## src/rtl/misc_regbank_pkg.sv

```systemverilog
package misc_regbank_pkg;
  localparam int DW      = 8;
  localparam int AW      = 8;
  localparam int NSPARE  = 5;

  localparam logic [AW-1:0] OFF_IR     = 8'h00;
  localparam logic [AW-1:0] OFF_AMP_LO = 8'h06;
  localparam logic [AW-1:0] OFF_AMP_HI = 8'h07;
  localparam logic [AW-1:0] OFF_LAST   = 8'h07;

  localparam logic [DW-1:0] IR_MASK = 8'hC1;
  localparam logic [DW-1:0] IR_RST  = 8'h00;
  localparam int            IR_RX_BIT = 1;

  typedef struct packed {
    logic [AW-1:0] off;
    logic [DW-1:0] mask;
    logic [DW-1:0] rst;
    logic          color_only;
  } spare_cfg_t;

  localparam spare_cfg_t SPARE_CFG [NSPARE] = '{
    '{off: 8'h01, mask: 8'h01, rst: 8'h00, color_only: 1'b1},
    '{off: 8'h02, mask: 8'hFF, rst: 8'h00, color_only: 1'b0},
    '{off: 8'h03, mask: 8'hFF, rst: 8'h00, color_only: 1'b0},
    '{off: 8'h04, mask: 8'hFF, rst: 8'h00, color_only: 1'b1},
    '{off: 8'h05, mask: 8'h70, rst: 8'h00, color_only: 1'b0}
  };

  // Keep held bits outside the mask, take new bits inside it.
  function automatic logic [DW-1:0] merge_write(input logic [DW-1:0] held,
                                                input logic [DW-1:0] wd,
                                                input logic [DW-1:0] mask);
    return (held & ~mask) | (wd & mask);
  endfunction

  // Bits outside the writable mask are presented as ones.
  function automatic logic [DW-1:0] present(input logic [DW-1:0] held,
                                            input logic [DW-1:0] mask);
    return (held & mask) | ~mask;
  endfunction
endpackage

```

## src/rtl/misc_rx_sync.sv

```systemverilog
module misc_rx_sync (
  input  logic clk,
  input  logic rst_n,
  input  logic async_in,
  output logic sync_out
);
  logic stage1;
  logic stage2;

  always_ff @(posedge clk or negedge rst_n) begin
    if (!rst_n) begin
      stage1 <= 1'b1;
      stage2 <= 1'b1;
    end else begin
      stage1 <= async_in;
      stage2 <= stage1;
    end
  end

  assign sync_out = stage2;
endmodule

```

## src/rtl/misc_reg_cell.sv

```systemverilog
module misc_reg_cell
  import misc_regbank_pkg::*;
#(
  parameter logic [DW-1:0] MASK       = 8'hFF,
  parameter logic [DW-1:0] RST        = 8'h00,
  parameter bit            COLOR_ONLY = 1'b0
) (
  input  logic          clk,
  input  logic          rst_n,
  input  logic          color_mode,
  input  logic          sel_wr,
  input  logic [DW-1:0] wr_data,
  output logic [DW-1:0] held,
  output logic [DW-1:0] view
);
  logic          unlocked;
  logic          take;
  logic [DW-1:0] q;

  assign unlocked = !COLOR_ONLY || color_mode;
  assign take     = sel_wr && unlocked;

  always_ff @(posedge clk or negedge rst_n) begin
    if (!rst_n)    q <= RST & MASK;
    else if (take) q <= merge_write(q, wr_data, MASK);
  end

  assign held = q;
  assign view = unlocked ? present(q, MASK) : '1;
endmodule

```

## src/rtl/misc_regbank.sv

```systemverilog
module misc_regbank
  import misc_regbank_pkg::*;
#(
  parameter int AMP_W = DW / 2
) (
  input  logic             clk,
  input  logic             rst_n,
  input  logic [AW-1:0]    addr,
  input  logic [DW-1:0]    wr_data,
  input  logic             wr_en,
  output logic [DW-1:0]    rd_data,
  input  logic             color_mode,
  output logic             ir_led,
  input  logic             ir_rx,
  input  logic [AMP_W-1:0] amp1,
  input  logic [AMP_W-1:0] amp2,
  input  logic [AMP_W-1:0] amp3,
  input  logic [AMP_W-1:0] amp4
);
  logic [DW-1:0] ir_held;
  logic [DW-1:0] ir_base;
  logic [DW-1:0] ir_view;
  logic          ir_rx_enabled;
  logic          ir_rx_sync;
  logic          ir_wr_sel;
  logic [DW-1:0] spare_view [NSPARE];
  logic [DW-1:0] spare_held [NSPARE];
  logic [NSPARE-1:0] spare_wr_sel;

  assign ir_wr_sel = wr_en && (addr == OFF_IR);

  misc_reg_cell #(.MASK(IR_MASK), .RST(IR_RST), .COLOR_ONLY(1'b0)) u_ir_cell (
    .clk(clk), .rst_n(rst_n), .color_mode(color_mode), .sel_wr(ir_wr_sel),
    .wr_data(wr_data), .held(ir_held), .view(ir_base)
  );

  misc_rx_sync u_rx_sync (
    .clk(clk), .rst_n(rst_n), .async_in(ir_rx), .sync_out(ir_rx_sync)
  );

  assign ir_led        = ir_held[0];
  assign ir_rx_enabled = (ir_held[7:6] == 2'b11);

  always_comb begin
    ir_view = ir_base;
    ir_view[IR_RX_BIT] = ir_rx_enabled ? ir_rx_sync : 1'b1;
  end

  for (genvar gi = 0; gi < NSPARE; gi++) begin : g_spare
    assign spare_wr_sel[gi] = wr_en && (addr == SPARE_CFG[gi].off);
    misc_reg_cell #(
      .MASK(SPARE_CFG[gi].mask),
      .RST(SPARE_CFG[gi].rst),
      .COLOR_ONLY(SPARE_CFG[gi].color_only)
    ) u_cell (
      .clk(clk), .rst_n(rst_n), .color_mode(color_mode),
      .sel_wr(spare_wr_sel[gi]), .wr_data(wr_data),
      .held(spare_held[gi]), .view(spare_view[gi])
    );
  end

  always_comb begin
    rd_data = '1;
    if (addr == OFF_IR)     rd_data = ir_view;
    if (addr == OFF_AMP_LO) rd_data = {amp2, amp1};
    if (addr == OFF_AMP_HI) rd_data = {amp4, amp3};
    for (int i = 0; i < NSPARE; i++) begin
      if (addr == SPARE_CFG[i].off) rd_data = spare_view[i];
    end
  end
endmodule

```

## config.mk

```make
export PLATFORM = sky130hd
export DESIGN_NAME = misc_regbank
export DESIGN_NICKNAME = d
export VERILOG_FILES = /design/src/rtl/misc_regbank_pkg.sv /design/src/rtl/misc_rx_sync.sv /design/src/rtl/misc_reg_cell.sv /design/src/rtl/misc_regbank.sv
export SDC_FILE = /design/constraint.sdc
export NUM_CORES = 1
export LEC_CHECK = 0
export ABC_AREA = 1
export BUFFER_PORTS_ARGS = -buffer_cell sky130_fd_sc_hd__buf_4
export CAP_MARGIN = 20
export CELL_PAD_IN_SITES_DETAIL_PLACEMENT = 1
export CELL_PAD_IN_SITES_GLOBAL_PLACEMENT = 1
export CORE_ASPECT_RATIO = 0.7
export CORE_MARGIN = 1.5
export CORE_UTILIZATION = 30
export CTS_CLUSTER_DIAMETER = 100
export DETAILED_ROUTE_END_ITERATION = 10
export GPL_TIMING_DRIVEN = 0
export HOLD_SLACK_MARGIN = 0.12
export PLACE_DENSITY_LB_ADDON = 0.1
export SYNTH_ARGS = -nofsm -noshare
export SYNTH_HDL_FRONTEND = slang
export SYNTH_SLANG_ARGS = --single-unit
```

## constraint.sdc

```tcl
create_clock -name clk -period 1.4 [get_ports clk]
set_clock_uncertainty 0.05 [all_clocks]
set_input_delay 0.14 -clock clk [delete_from_list [all_inputs] [get_ports clk]]
set_output_delay 0.14 -clock clk [all_outputs]
set_load 0.1 [all_outputs]
```

# Yosys cells after proc, flatten, opt, wreduce, memory -nomap -nowiden

Cells that the tools add are included.

Flip-flop bits (word level): 50
Latch bits: 0
RAM bits: 0
Bits in read-only memories: 0
Word-level logic and storage cells: 39
Memories kept: 0

$add $sub $neg: 0
Multipliers: 0
Div/mod/pow operators: 0
Order comparisons: 0
Equality and inequality tests: 8
Shift-type cells: 0
Muxes and demuxes: 11
Bitwise logic cells: 3
Reductions and logical operators: 9

Operators by type and width:

| kind               | number |
|---|---|
| $mux 8             | 9 |
| $eq 8x3->1 const B | 4 |
| $eq 8x2->1 const B | 2 |
| $eq 8x1->1 const B | 1 |
| $logic_and 1x1->1  | 8 |
| $logic_not 8->1    | 1 |
| $or 6x8->8         | 1 |
| $or 8x1->8         | 1 |
| $or 8x7->8         | 1 |
| $eq 2x2->1 const B | 1 |
| $mux 1             | 2 |

# Longest topological paths before layout

Gate-level depths: netlist (run 1).

Depth in word-level cells: 10
Gate-level depth with buffers: 12
Gate-level depth less buffers: 11

# Hierarchy

From an unflattened synthesis (run 1), not the netlist that was laid out.

Cells, all modules: 381
Area, all modules: 2,598.7 um2

By module, submodules not included:

| module                                | instances | cells each | area each (um2) |
|---|---|---|---|
| misc_regbank                          | 1         | 164        | 807.0 |
| misc_reg_cell (g_spare[1].u_cell ...) | 2         | 42         | 365.4 |
| misc_reg_cell (g_spare[4].u_cell ...) | 2         | 28         | 217.7 |
| misc_reg_cell (g_spare[3].u_cell)     | 1         | 52         | 411.6 |
| misc_reg_cell (g_spare[0].u_cell)     | 1         | 23         | 161.4 |
| misc_rx_sync                          | 1         | 2          | 52.6 |

# Least setup slack after synthesis (run 1)

Ideal clock, no wire load.

Path kind: input to output
From: in addr[5]
To: out rd_data[2]
Data arrival time: 2.220 ns
Data required time: 1.210 ns
Path slack: -1.010 ns
Stages on the path: 10
Path buffers: 1
Cells stage by stage: nor2_1 -> nand2_2 -> clkinv_2 -> buf_6 -> nand2_4 -> inv_2 -> nand2_1 -> nand2_1 -> nand2_1 -> o21ai_1

Cells in the longest elaborated chain, start to end: 8
Elaborated cells on any way between the ends: 14
Those cells by class: eq/ne (7); mux (7)

RTL lines:

| what                | line               | RTL |
|---|---|---|
| from (decl)         | misc_regbank.sv:8  | `input logic [AW-1:0] addr,` |
| $eq 8x3->1          | misc_regbank.sv:65 | `if (addr == OFF_AMP_LO) rd_data = {amp2, amp1};` |
| $mux 8              | misc_regbank.sv:65 |  |
| $mux 8              | misc_regbank.sv:66 | `if (addr == OFF_AMP_HI) rd_data = {amp4, amp3};` |
| $mux 8 (4 in a row) | misc_regbank.sv:68 | `if (addr == SPARE_CFG[i].off) rd_data = spare_view[i];` |
| $mux 8 *            | misc_regbank.sv:68 |  |
| to (decl)           | misc_regbank.sv:11 | `output logic [DW-1:0] rd_data,` |

Mark *: on every way between the ends. The rest lies on a longest branch, timed or not.

# Worst setup path in the final report (run 1)

From: reg u_rx_sync.stage2, in the netlist u_rx_sync.sync_out
To: out rd_data[1]

Cells in the longest elaborated chain, start to end: 9

RTL lines:

| what                   | line               | RTL |
|---|---|---|
| from (decl)            | misc_rx_sync.sv:8  | `logic stage2;` |
| from (signal assigned) | misc_rx_sync.sv:16 | `stage2 <= stage1;` |
| $mux 1                 | misc_regbank.sv:46 | `ir_view[IR_RX_BIT] = ir_rx_enabled ? ir_rx_sync : 1'b1;` |
| $mux 8                 | misc_regbank.sv:64 | `if (addr == OFF_IR) rd_data = ir_view;` |
| $mux 8                 | misc_regbank.sv:65 |  |
| $mux 8                 | misc_regbank.sv:66 |  |
| $mux 8 (5 in a row)    | misc_regbank.sv:68 |  |

Every way passes these cells.

==> results.md, run 1 <==
- The floorplan die width is 98.2 µm.
- The minimum setup slack after placement is -436 ps.
- The number of clock sinks is 33.
- Combinational logic is responsible for 16.6% of the overall power.
- TritonCTS built the clock tree.
- On the worst path, the slowest cell contributes a delay of ~530 ps.
- The share of total power dissipated in the clock network is 36.6%.
- Of the total power, the share spent switching nets is 28.3%.
- Synthesis handed over a netlist of around 250 instances.
- The core region is between 0.006 and 0.007 mm².
- The smallest clock period supported by the final layout is computed as 1690 ps.
- The I/O pin total is 46.
- The number of cells after detailed placement is between 300 and 400.
- Counting along the longest clock path gives a buffer depth of 2.
- The cell type with the highest occurrence count on the critical path is sky130_fd_sc_hd__nand2_1.
- The biggest fanout along the worst timing path is 1.
- The number of nets in the layout is about 360.
- The worst vdd rail ir drop is 0.270 mV.
- The DRC violation count after routing is 0.
- The core utilization of the finished layout is 47.7%.
- The post-synthesis sequential area ratio is 43.6%.
- In this run the cell area of the synthesized design comes to 0.00190 mm².
- The setup slack of the most critical reg-to-reg path is 500 ps.
- The die footprint is 0.00683 mm².
- Once detail routing completed, the nets flagged for antenna violations numbered 0.
- The per-cell routed wire length is approximately 16 µm.
- For this block, the via count after detailed routing is 1900.
- Entering global routing, the biggest net connects 34 pins.
- The total global-route track usage is 20.1%.
- On the critical path, the stage with the largest delay is an instance of sky130_fd_sc_hd__dfstp_2.
- The hold violation count in the final report came to 0.
- The critical path launch point type is a flop.
- After clock tree synthesis, the clock-pin slew on the worst setup and hold paths is about 70 ps.
- For this run, global-route usage on met1 was measured as 27.4%.
- The endpoint identified for the worst register-to-register timing path is u_ir_cell.held[0].
- Detailed placement ended at an HPWL of 4.33 mm.
- The first global-routing pass estimated 10.4 mm of wire.
- The worst pin sits at a relative slew slack of 68.5%.
- The ratio of cells with drive above 1 in the final layout is between 40% and 50%.
- The total congestion overflow is 0.
- The number of global-route vias before repair is 1983.
- For the pin with the worst max-slew slack, the measured transition is between 400 and 500 ps.
- The total power of the final layout is 2.17 mW.
- The most crowded layer after global routing is met2.
- The last weighted congestion value of the routability-driven placer is 0.744.
- The global routing met3 resource utilization is 4.84%.
- Input and output buffers added on the ports amount to 45.
- The classification of the worst-slack hold path is in -> reg.
- At the worst endpoint, the required time is 1210 ps.
- Row generation in the floorplan step produced 24 rows.
- The static leakage is 1.41 nW.
- The number of antenna violations at the first check in global routing came to 0.
- The terminating pin of the worst hold path is g_spare[3].u_cell.held[4].
- The total number of H-tree levels is 2.
- Relative to the synthesized area, the layout overhead comes to 55.2%.
- Sequential cells account for 46.8% of the total power.
- Setup violations remaining at the end of the flow were counted as 8.
- Excluding fillers, the count of instances in the completed layout stands at slightly below 400.
- The detailed router finished its first iteration with 46 violations.
- The checks that failed: negative setup slack.
- Dividing the detail-routed via count by the number of cells gives around 4.8.
- The worst path buffer plus inverter count is 1.
- The worst-case reg-to-reg path depth is 3.
- Setup repair after global routing could not meet its margin everywhere.
- Across all setup checks in the final design, the least slack found is -289 ps.
- The clock insertion delay at the later pin of the skew report is a little under 300 ps.
- The number of slew-limit violations in the final report was 0.
- Based on the critical path, the design can be clocked at up to 592 MHz.
- Yosys printed 0 warnings.
- The final antenna diode count is 0.
- The worst hold path passes through 3 cells.
- The startpoint of the worst register-to-register path is u_ir_cell.held[0].
- From bottom edge to top edge, the die measures 69.6 µm.
- The net switching component of the power is 616 µW.
- Summed over all layers, the routed wires come to 6.31 mm.
- The tool flagged a number of max-cap violations equal to 0.
- Yosys mapped the design onto 27 distinct sky130hd cell types.
- The source of the worst hold timing path is wr_data[4].
- When the netlist entered floorplanning its net count stood at between 200 and 300.
- The total power per unit cell area is 736 mW/mm².
- Once the floorplan was initialized, standard cells occupied 30.7% of the core.
- The worst path arrival time is 1500 ps.
- The dominant delay contributor by cell family on the critical path is flip-flops.
- The worst setup path is of the reg -> out kind.
- Clock tree synthesis selected as its root buffer the cell sky130_fd_sc_hd__clkbuf_8.
- The average instance in the mapped netlist occupies 7.64 µm².
- Counting flops and latches in the post-synthesis netlist gives 33.
- The ratio of final minimum period to clock period is 121%.
- The met2 global-route usage is 32.3%.
- The flow ran to the end, but the final reports show violations.
- The internal power is 1.56 mW.
- The first detailed-routing pass ran for 4 iterations.
- The worst setup path is captured at an output port.
- Counting the buffers created by CTS gives 5.
- Walking the worst path, the cells encountered are nor2_1, nand2_1, nand2_1, o21ai_2, nand3_2, nand2_4, buf_12.
-- logic make-up after synthesis --
| logic type | synth area share (%) |
|---|---|
| compound gates | 17.0 |
| simple gates | 31.0 |
| flops | 43.6 |
| buf+inv | 8.42 |
-- cells in the mapped netlist --
| library cell | number | area (µm²) |
|---|---|---|
| sky130_fd_sc_hd__o21ai_1 | 17 | 85.1 |
| sky130_fd_sc_hd__clkinv_2 | 1 | 5.00 |
| sky130_fd_sc_hd__dfstp_2 | 2 | 52.6 |
| sky130_fd_sc_hd__nand4_1 | 3 | 18.8 |
| sky130_fd_sc_hd__o2111ai_1 | 1 | 8.76 |
| sky130_fd_sc_hd__buf_6 | 3 | 33.8 |
| sky130_fd_sc_hd__o21ai_2 | 16 | 140 |
| sky130_fd_sc_hd__nand2_1 | 82 | 308 |
| sky130_fd_sc_hd__o21ai_0 | 14 | 70.1 |
| sky130_fd_sc_hd__nand3b_1 | 3 | 22.5 |
| sky130_fd_sc_hd__nand2_2 | 5 | 31.3 |
| sky130_fd_sc_hd__nand4_2 | 1 | 12.5 |
| sky130_fd_sc_hd__inv_2 | 4 | 15.0 |
| sky130_fd_sc_hd__inv_1 | 27 | 101 |
| sky130_fd_sc_hd__buf_2 | 1 | 5.00 |
| sky130_fd_sc_hd__or2_1 | 1 | 6.26 |
| sky130_fd_sc_hd__dfrtp_1 | 31 | 776 |
| sky130_fd_sc_hd__nor2_4 | 3 | 33.8 |
| sky130_fd_sc_hd__nand2_4 | 2 | 22.5 |
| sky130_fd_sc_hd__nor2_1 | 17 | 63.8 |
| sky130_fd_sc_hd__nand3_2 | 1 | 10.0 |
| sky130_fd_sc_hd__or2_0 | 1 | 6.26 |
| sky130_fd_sc_hd__nor3_1 | 1 | 5.00 |
| sky130_fd_sc_hd__a21oi_1 | 1 | 5.00 |
| sky130_fd_sc_hd__nor2_2 | 3 | 18.8 |
| sky130_fd_sc_hd__o211ai_1 | 2 | 15.0 |
| sky130_fd_sc_hd__nand3_1 | 6 | 30.0 |
-- through the flow --
| stage | setup TNS, ps | hold WS [ps] | cell area, µm² |
|---|---|---|---|
| finish | -1620 | 131 | 2950 |
| global route | -2300 | 147 | 2950 |
| CTS | -1880 | 123 | 2880 |
| detailed placement | -5140 | 72.8 | 2440 |
| global placement | -5160 | 78.0 | 2440 |
| floorplan | -369 | -206 | 2000 |
-- cell type report --
cell class,instances,area [µm²]
Buffer,4,47.5
Clock buffer,6,82.6
Clock inverter,2,13.8
Fill cell,765,3230
Inverter,32,138
Multi-Input combinational cell,180,1100
Sequential cell,33,832
Tap cell,78,97.6
Timing Repair Buffer,63,644
-- layer usage --
metal | vias to the layer above | share of wire [%]
met3 | 6 | 3.5
met2 | 36 | 46
met5 | - | 0
met4 | 0 | 0.93
met1 | 915 | 50
li1 | 943 | -
-- power by group through the flow --
stage / Clock [mW] / Combinational (mW) / Sequential, mW
finish: 0.795 / 0.361 / 1.02
floorplan: 0 / 0.139 / 1.04
global route: 0.858 / 0.393 / 1.02
detailed placement: 0 / 0.295 / 1.04
CTS: 0.822 / 0.352 / 1.02
global placement: 0 / 0.293 / 1.03
-- registers in the layout (all words and copies together), names as in the netlist --
signal / cells
g_spare.u_cell.held: 28
u_rx_sync.sync_out: 1
u_rx_sync.stage1: 1
u_ir_cell.held: 3
-- worst max-delay path by stage --
stage | start | end | slack, ps | cells past startpoint
after floorplan | addr[7] | rd_data[2] | -180 | 10
after detailed placement | addr[7] | rd_data[7] | -440 | 12
final | u_rx_sync.sync_out | rd_data[1] | -290 | 7
after global routing | u_rx_sync.sync_out | rd_data[1] | -380 | 7
after global placement | addr[7] | rd_data[7] | -450 | 12
after CTS | u_rx_sync.sync_out | rd_data[1] | -320 | 7
-- cell usage in the layout (no fill, tap or decap), types with 3 or more instances in the layout --
cell type                        n
sky130_fd_sc_hd__buf_12         11
sky130_fd_sc_hd__buf_4          43
sky130_fd_sc_hd__buf_6           5
sky130_fd_sc_hd__clkbuf_8        6
sky130_fd_sc_hd__dfrtp_1        30
sky130_fd_sc_hd__dlygate4sd3_1   6
sky130_fd_sc_hd__inv_1          26
sky130_fd_sc_hd__inv_2           3
sky130_fd_sc_hd__nand2_1        67
sky130_fd_sc_hd__nand2_2        11
sky130_fd_sc_hd__nand2_4        10
sky130_fd_sc_hd__nand3_1         4
sky130_fd_sc_hd__nand3b_1        3
sky130_fd_sc_hd__nand4_1         3
sky130_fd_sc_hd__nor2_1         14
sky130_fd_sc_hd__nor2_4          7
sky130_fd_sc_hd__o21ai_0        11
sky130_fd_sc_hd__o21ai_1        15
sky130_fd_sc_hd__o21ai_2        18
sky130_fd_sc_hd__o21ai_4         3
-- worst reg2reg max path, cell delays in order, from the launching register on --
cell                      delay (ps)
sky130_fd_sc_hd__dfrtp_4         480
sky130_fd_sc_hd__buf_4           140
sky130_fd_sc_hd__nand2_1          50
sky130_fd_sc_hd__o21ai_1          60
-- what timing repair did --
action | in CTS | in global routing
buffers inserted | 9 | 2
gates cloned | 1 | 0
hold endpoints to repair | 45 | 0
resized for setup | 48 | 11
pin swaps | 18 | 8
hold buffers | 6 | 0
setup endpoints to repair | 8 | 8
Note: power is estimated with default switching activity, not from simulation.
==> inputs of run 2 (changes only) <==
Settings changed: ABC_AREA 1 to unset, REMOVE_ABC_BUFFERS set to 1.
==> run 2 against run 1 <==
The flow still finishes with violations (negative setup slack). Largest power group unchanged. First-iteration DRC count shrank 39%. Highest routed layer unchanged. Via count shrank 20%. Cell area shrank 8.5%.
==> results.md, run 2 <==
- The core area is 0.00584 mm² (-5.6%).
- The worst vdd rail ir drop is 0.362 mV (+34%).
- The worst path arrival time is 1530 ps (+30 ps).
- The global routing met3 resource utilization is 3.53% (-1.3 points).
- The actual transition at the worst max-transition pin is 519 ps (+47.2 ps).
- Walking the worst path, the cells encountered are o21ai_1, o21ai_1, or4_4, buf_12.
- Summed over all instances, the cell type with the most area after synthesis is sky130_fd_sc_hd__dfrtp_1.
- The switching share of power is 27.7% (-0.61 points).
- The number of slew-limit violations in the final report is 0 (unchanged).
- The total global-route track usage was 17.6% (-2.4 points).
- Setup repair after global routing could not meet its margin everywhere.
- The number of antenna violations at the first check in global routing came to 0 (unchanged).
- Among all stages on the critical path, the largest delay is contributed by sky130_fd_sc_hd__or4_4.
- The power share of the clock group is 32.8% (-3.8 points).
- The per-cell routed wire length is 18.2 µm (+15%).
- The met2 global-route usage is 31.3% (-1.0 points).
- The required time at the worst-slack endpoint was 1210 ps (about the same).
- The count of max-cap constraint violations is 0 (unchanged).
- The number of I/O port buffers was 45 (unchanged).
- The number of global-route vias before repair is 1729 (-13%).
- The die footprint is 0.00666 mm² (-2.5%).
- The ratio of cells with drive above 1 in the final layout is 49.1% (+6.9 points).
- The area of placed instances is 0.00223 mm² (-8.7%).
- The cell area after technology mapping came to 0.00185 mm² (-2.6%).
- The row count is 23 (-4.2%).
- The part of the power in registers is 48.0% (+1.2 points).
- The number of flops mapped to enable cells by yosys is 0 (unchanged).
- The fraction of registers with async set or reset after synthesis was 100% (unchanged).
- Counting stages on the worst path, the most repeated cell is sky130_fd_sc_hd__o21ai_1.
- From synthesis to final layout, the design area changed by 45.7%.
- The number of flip-flops under the largest register name is 28 (unchanged).
- The filler cell count is 623 (-19%).
- The met1 global-route usage came to 22.8% (-4.5 points).
- The flip-flop and latch count after synthesis was 33 (unchanged).
- The mean cell area of the mapped netlist is 11.2 µm² (+47%).
- The net switching component of the power is 587 µW (-4.6%).
- The number of clock sinks is 33 (unchanged).
- The area occupied by multi-input gates is 0.00107 mm² (-2.6%).
- The fmax is 581 MHz (-1.9%).
- The TritonCTS clock tree is yes.
- The last weighted congestion value of the routability-driven placer is 0.807 (+8.6%).
- The post-route setup TNS is -7300 ps (-5680 ps).
- The total number of H-tree levels is 2 (unchanged).
- Sorting the synthesized cells by area gives the leading types as sky130_fd_sc_hd__dfrtp_1 42%, sky130_fd_sc_hd__mux2_2 19%, sky130_fd_sc_hd__mux2i_1 4.9%.
- The hold violation count in the final report is 0 (unchanged).
- STA classifies the critical path endpoint as an output port.
- The biggest fanout along the worst timing path was 2 (+1).
- The final antenna-violating net count was 0 (unchanged).
- The relative max-transition margin is 65.1% (-3.4 points).
- The area taken by flip-flops and latches is 828 µm² (-0.45%).
- The number of nets in the layout came to 258 (-28%).
- The final antenna diode count came to 0 (unchanged).
- The number of buffers added by the clock tree synthesis step is 5 (unchanged).
- The overall die height was 68.8 µm (-1.2%).
- The total congestion overflow is 0 (unchanged).
- After global routing, the most crowded layer is met2.
- The ratio of final minimum period to clock period is 123% (+2.3 points).
- By instance count, the leading cell after synthesis is sky130_fd_sc_hd__mux2_2.
- After synthesis, the most frequently instantiated cells are 32 x sky130_fd_sc_hd__mux2_2, 31 x sky130_fd_sc_hd__dfrtp_1, 10 x sky130_fd_sc_hd__o21ai_0.
- The post-synthesis sequential area ratio is 44.7% (+1.1 points).
- The number of detailed-routing iterations run before antenna repair is 4 (unchanged).
- The number of standard cells after synthesis came to 165 (-34%).
- The clock insertion delay at the later pin of the skew report came to 280 ps (about the same).
- The flow ran to the end, but the final reports show violations.
- The starting density of the core is 31.7% (+0.98 points).
- The clock-pin slew of the registers on the worst-case setup and hold paths was 70 ps (about the same).
- The worst setup path is launched from a flop.
- The DRC violation count after routing came to 0 (unchanged).
- The total power per unit cell area was 784 mW/mm² (+6.6%).
- The most common cell after layout, fill and taps aside is sky130_fd_sc_hd__buf_4.
- The most frequently used flop master after synthesis is sky130_fd_sc_hd__dfrtp_1.
- The final setup slack of the worst path is -321 ps (-32.1 ps).
- The final setup violation count is 39 (+31).
- The CTS root buffer is sky130_fd_sc_hd__clkbuf_8.
- The checks that failed: negative setup slack.
- The worst hold-check slack is 250 ps (+119 ps).
- The wire length of the first global-routing pass came to 9.00 mm (-13%).
- The dominant delay contributor by cell family on the critical path is simple AND/OR/NAND/NOR gates.
- The internal power is 1.53 mW (-1.7%).
- The I/O pin total is 46 (unchanged).
- The maximum clock insertion buffer count is 2 (unchanged).
- The aggregate routed wire length is 5.41 mm (-14%).
- The classification of the worst-slack hold path is in -> reg.
- The largest net degree at the start of global routing is 37 (+8.8%).
- The detailed placer's ending HPWL is 3.61 mm (-17%).
- The static leakage is 1.24 nW (-13%).
- The library cells used most frequently in the layout, excluding fill and tap cells, are 36 x sky130_fd_sc_hd__buf_4, 31 x sky130_fd_sc_hd__dfrtp_1, 29 x sky130_fd_sc_hd__mux2_2.
- The first-iteration detailed-routing DRC count is 28 (-39%).
- The floorplan die width is 96.9 µm (-1.3%).
- The maximum single-stage delay on the critical path is 490 ps (-40 ps).
- The via density per instance came to 5.12 (+7.2%).
- The worst setup path is of the reg -> out kind.
- The logic gate share of total power is 19.2% (+2.6 points).
- The final non-filler cell area is 0.00270 mm² (-8.5%).
- The total number of yosys warnings is 0 (unchanged).
- The minimum setup slack after placement is -762 ps (-326 ps).
- The final period demand of the worst path is 1720 ps (+32.1 ps).
- The total number of vias came to 1520 (-20%).
- The worst path buffer plus inverter count is 1 (unchanged).
- The top cell type's share of synthesized area is 41.9% (+1.1 points).
- The number of distinct standard cells referenced by the synthesized netlist was 38 (+41%).
==> run 2: changes by cell type in the layout (fill, tap and decap cells not counted), moves of 9 or more <==
cell	delta
sky130_fd_sc_hd__inv_1	-18
sky130_fd_sc_hd__mux2_2	+29
sky130_fd_sc_hd__mux2i_1	+9
sky130_fd_sc_hd__nand2_1	-63
sky130_fd_sc_hd__nand2_2	-11
sky130_fd_sc_hd__nand2_4	-10
sky130_fd_sc_hd__nor2_1	-10
sky130_fd_sc_hd__o21ai_1	-11
sky130_fd_sc_hd__o21ai_2	-18
==> run 2: logic make-up (layout without fill, tap and decap cells) <==
logic type / count (synthesis) / after routing / share of synthesized area (%)
AO/OA/AOI/OAI: 32 / 32 / 11.2
buffers and inverters: 19 / 76 / 4.79
flip-flops: 33 / 33 / 44.7
multiplexers: 41 / 41 / 24.3
AND/OR/NAND/NOR: 40 / 40 / 15.0
==> run 2: routing by layer <==
metal	vias to the layer above	wire length, µm
met5	-	0
met2	17	2600
met3	4	121
li1	728	-
met4	0	38
met1	771	2640
==> run 2: final cells by class <==
cell class	count	share of cell area, %
Tap cell	75	3.48
Clock inverter	2	0.371
Multi-Input combinational cell	113	39.5
Timing Repair Buffer	60	22.2
Inverter	8	1.11
Clock buffer	6	2.69
Sequential cell	33	30.7
==> run 2: worst paths after layout <==
path	slack, ps	from	end	cells after the start
setup / recovery	-320	g_spare[3].u_cell.held[3]	rd_data[3]	4
hold reg to reg	310	u_rx_sync.stage1	u_rx_sync.sync_out	0
hold / removal	250	wr_en	u_ir_cell.held[6]	3
max in group asynchronous	670	rst_n	u_rx_sync.sync_out	2
min in group asynchronous	300	rst_n	g_spare[1].u_cell.held[1]	2
setup reg to reg	490	g_spare[3].u_cell.held[2]	g_spare[3].u_cell.held[2]	2
==> run 2: tightest hold or removal path, cell delays in order <==
cell and delay (ps):
sky130_fd_sc_hd__buf_4 170, sky130_fd_sc_hd__nand3_4 90, sky130_fd_sc_hd__mux2_2 150
==> run 2: repair_timing <==
action	4_1_cts	5_1_grt
hold buffers	10	0
setup endpoints to repair	39	39
gates cloned	1	0
buffers inserted	2	2
pin swaps	7	1
hold endpoints to repair	65	0
gates resized for setup	44	6
==> run 2: per-stage QoR <==
step / utilization [%] / instances / power (mW)
floorplan: - / 154 / 1.18
global placement: 38.1 / 274 / 1.35
detailed placement: 38.1 / 274 / 1.37
CTS: 45.6 / 295 / 2.13
global route: 46.2 / 297 / 2.23
finish: 46.2 / 297 / 2.12
==> run 2: power groups by stage <==
| stage | clock (mW) | combinational, mW | sequential, mW |
|---|---|---|---|
| 3_3_place_gp | 0 | 0.323 | 1.03 |
| 5_1_grt | 0.768 | 0.441 | 1.02 |
| 2_1_floorplan | 0 | 0.140 | 1.04 |
| 3_5_place_dp | 0 | 0.332 | 1.03 |
| 4_1_cts | 0.715 | 0.400 | 1.02 |
| 6_report | 0.695 | 0.406 | 1.02 |
==> inputs of run 3 (changes only) <==
Clock period 1.4 ns to 1.5 ns, I/O delays scaled along.
==> run 3 against run 2 <==
The run still ends with negative setup slack left. Critical path depth did not move. Sequential share of layout area rose by 0.23 points. Power fell by 7.0%. Critical path type is now in -> out. Largest cell class unchanged. Largest power group unchanged.
==> results.md, run 3 (same netlist as run 2, synthesis figures left out) <==
- The floorplan die width was 96.9 µm (unchanged).
- The final antenna-violating net count is 0 (unchanged).
- The number of global-route vias before repair is 1731 (+0.12%).
- The critical path is of the in -> out type.
- The checks that failed: negative setup slack.
- The total number of H-tree levels was 2 (unchanged).
- The clock insertion delay at the later pin of the skew report was 280 ps (about the same).
- The global routing met3 resource utilization is 3.53% (unchanged).
- The library cells used most frequently in the layout, excluding fill and tap cells, are 37 x sky130_fd_sc_hd__buf_4, 31 x sky130_fd_sc_hd__dfrtp_1, 29 x sky130_fd_sc_hd__mux2_2.
- The worst-path cell with the longest stage delay is sky130_fd_sc_hd__or4_4.
- The aggregate routed wire length is 5.33 mm (-1.5%).
- The flow ran to the end, but the final reports show violations.
- Leaving out fill and tap cells, the most frequent cell in the layout is sky130_fd_sc_hd__buf_4.
- The global routing stage identified its most utilized layer as met2.
- The number of slew-limit violations in the final report is 0 (unchanged).
- The number of nets in the layout is 258 (unchanged).
- The count of max-cap constraint violations is 0 (unchanged).
- The maximum single-stage delay on the critical path was 560 ps (+70 ps).
- The path class of the tightest hold or removal check is in -> reg.
- The met2 global-route usage came to 31.1% (-0.17 points).
- The per-cell routed wire length came to 17.9 µm (-1.5%).
- The clock-pin slew of the registers on the worst-case setup and hold paths was 70 ps (about the same).
- The core area is 0.00584 mm² (unchanged).
- The cell type with the highest occurrence count on the critical path is sky130_fd_sc_hd__or4_4.
- The CTS root buffer is sky130_fd_sc_hd__clkbuf_8.
- The DRC violation count after routing came to 0 (unchanged).
- The met1 global-route usage is 23.0% (+0.19 points).
- The first-iteration detailed-routing DRC count is 36 (+29%).
- The number of flip-flops under the largest register name came to 28 (unchanged).
- The worst setup path is launched from a primary input.
- The final setup violation count is 35 (-10%).
- The hold violation count in the final report is 0 (unchanged).
- The detailed placer's ending HPWL came to 3.61 mm (unchanged).
- The worst path buffer plus inverter count is 2 (+1).
- The final antenna diode count came to 0 (unchanged).
- The wire length of the first global-routing pass was 9.03 mm (+0.39%).
- The total power per unit cell area was 735 mW/mm² (-6.3%).
- The critical path goes through buf_6, or4_4, or4_4, buf_12.
- The biggest fanout along the worst timing path is 3 (+1).
- The static leakage was 1.23 nW (-0.37%).
- Based on the critical path, the design can be clocked at up to 572 MHz.
- The row count is 23 (unchanged).
- The via density per instance is 5.11 (-0.20%).
- The capturing element type of the critical path is an output port.
- The last weighted congestion value of the routability-driven placer is 0.807 (unchanged).
- The final setup slack of the worst path was -249 ps (+72.3 ps).
- The overall die height was 68.8 µm (unchanged).
- The total number of vias came to 1517 (-0.20%).
- The minimum setup slack after placement is -672 ps (+90.0 ps).
- Of the available clock period, the critical path in the final layout requires 117%.
- The total global-route track usage is 17.7% (+0.023 points).
- The number of antenna violations at the first check in global routing was 0 (unchanged).
- The relative max-transition margin is 64.9% (-0.19 points).
- The number of buffers added by the clock tree synthesis step is 5 (unchanged).
- The number of I/O port buffers came to 45 (unchanged).
- The maximum clock insertion buffer count is 2 (unchanged).
- The total congestion overflow is 0 (unchanged).
- The ratio of cells with drive above 1 in the final layout is 49.1% (unchanged).
- The starting density of the core is 31.7% (unchanged).
- The I/O pin total is 46 (unchanged).
- The dominant delay contributor by cell family on the critical path is simple AND/OR/NAND/NOR gates.
- The worst path arrival time was 1550 ps (+20 ps).
- The largest net degree at the start of global routing is 37 (unchanged).
- The area growth from synthesis to layout is 44.6%.
- The die footprint came to 0.00666 mm² (unchanged).
- The number of detailed-routing iterations run before antenna repair is 4 (unchanged).
- The required time at the worst-slack endpoint is 1300 ps (+90 ps).
- The core utilization of the finished layout is 45.9% (-0.34 points).
- The TritonCTS clock tree is yes.
- The actual transition at the worst max-transition pin is 522 ps (+2.79 ps).
- The number of clock sinks is 33 (unchanged).
- The smallest clock period supported by the final layout is computed as ~1700 ps.
- Setup repair after global routing could not meet its margin everywhere.
- The worst vdd rail ir drop is 0.316 mV (-13%).
- The worst hold-check slack is 262 ps (+12.2 ps).
- The total power of the final layout is 1.97 mW (-7.0%).
run 3: cell types whose count changed in the layout (fill, tap and decap cells not counted), sizes merged:
cell    delta
buf        +1
clkbuf     -1
run 3: final cells by class:
| class | count | area, µm² |
|---|---|---|
| clock buffers | 6 | 72.6 |
| clock inverters | 2 | 10.0 |
| fillers | 624 | 3160 |
| inverters | 8 | 30.0 |
| multi-input cells | 113 | 1060 |
| flip-flops and latches | 33 | 828 |
| well taps | 75 | 93.8 |
| repair buffers | 60 | 589 |
run 3: worst paths after layout:
check	end	depth (start not counted)	slack, ps	start
worst max-delay path	rd_data[2]	4	-250	addr[4]
worst min-delay path	u_ir_cell.held[6]	3	260	wr_en
worst max register to register	g_spare[3].u_cell.held[2]	2	590	g_spare[3].u_cell.held[2]
worst min register to register	u_rx_sync.sync_out	0	310	u_rx_sync.stage1
max in group asynchronous	u_rx_sync.sync_out	2	760	rst_n
min in group asynchronous	g_spare[1].u_cell.held[1]	2	310	rst_n
run 3: metal layers:
metal / vias up / wire (µm)
met5: - / 0
li1: 727 / -
met2: 22 / 2580
met1: 764 / 2570
met3: 4 / 133
met4: 0 / 43
run 3: worst register-to-register path: cells and delay by family (launching register included):
kind	cells	cell delay [ps]
buffers and inverters	1	130
muxes	1	240
DFF	1	380
run 3: per-stage QoR:
stage | setup TNS, ps | instances | cell area (µm²)
finish | -2850 | 297 | 2680
global route | -4540 | 297 | 2680
CTS | -5120 | 297 | 2690
detailed placement | -19580 | 274 | 2230
global placement | -19190 | 274 | 2230
floorplan | -9560 | 154 | 1790
run 3: what timing repair did:
| item | 4_1_cts | 5_1_grt |
|---|---|---|
| hold endpoints to repair | 65 | 0 |
| setup buffers | 4 | 1 |
| cloned | 1 | 0 |
| setup endpoints to repair | 39 | 39 |
| resized for setup | 45 | 2 |
| hold buffers | 10 | 0 |
| pin swaps | 8 | 1 |
run 3: report_power, final:
part | switching, mW | total, mW | internal [mW]
Clock | 0.325 | 0.647 | 0.322
Sequential | 0.0204 | 0.950 | 0.929
Combinational | 0.197 | 0.373 | 0.177
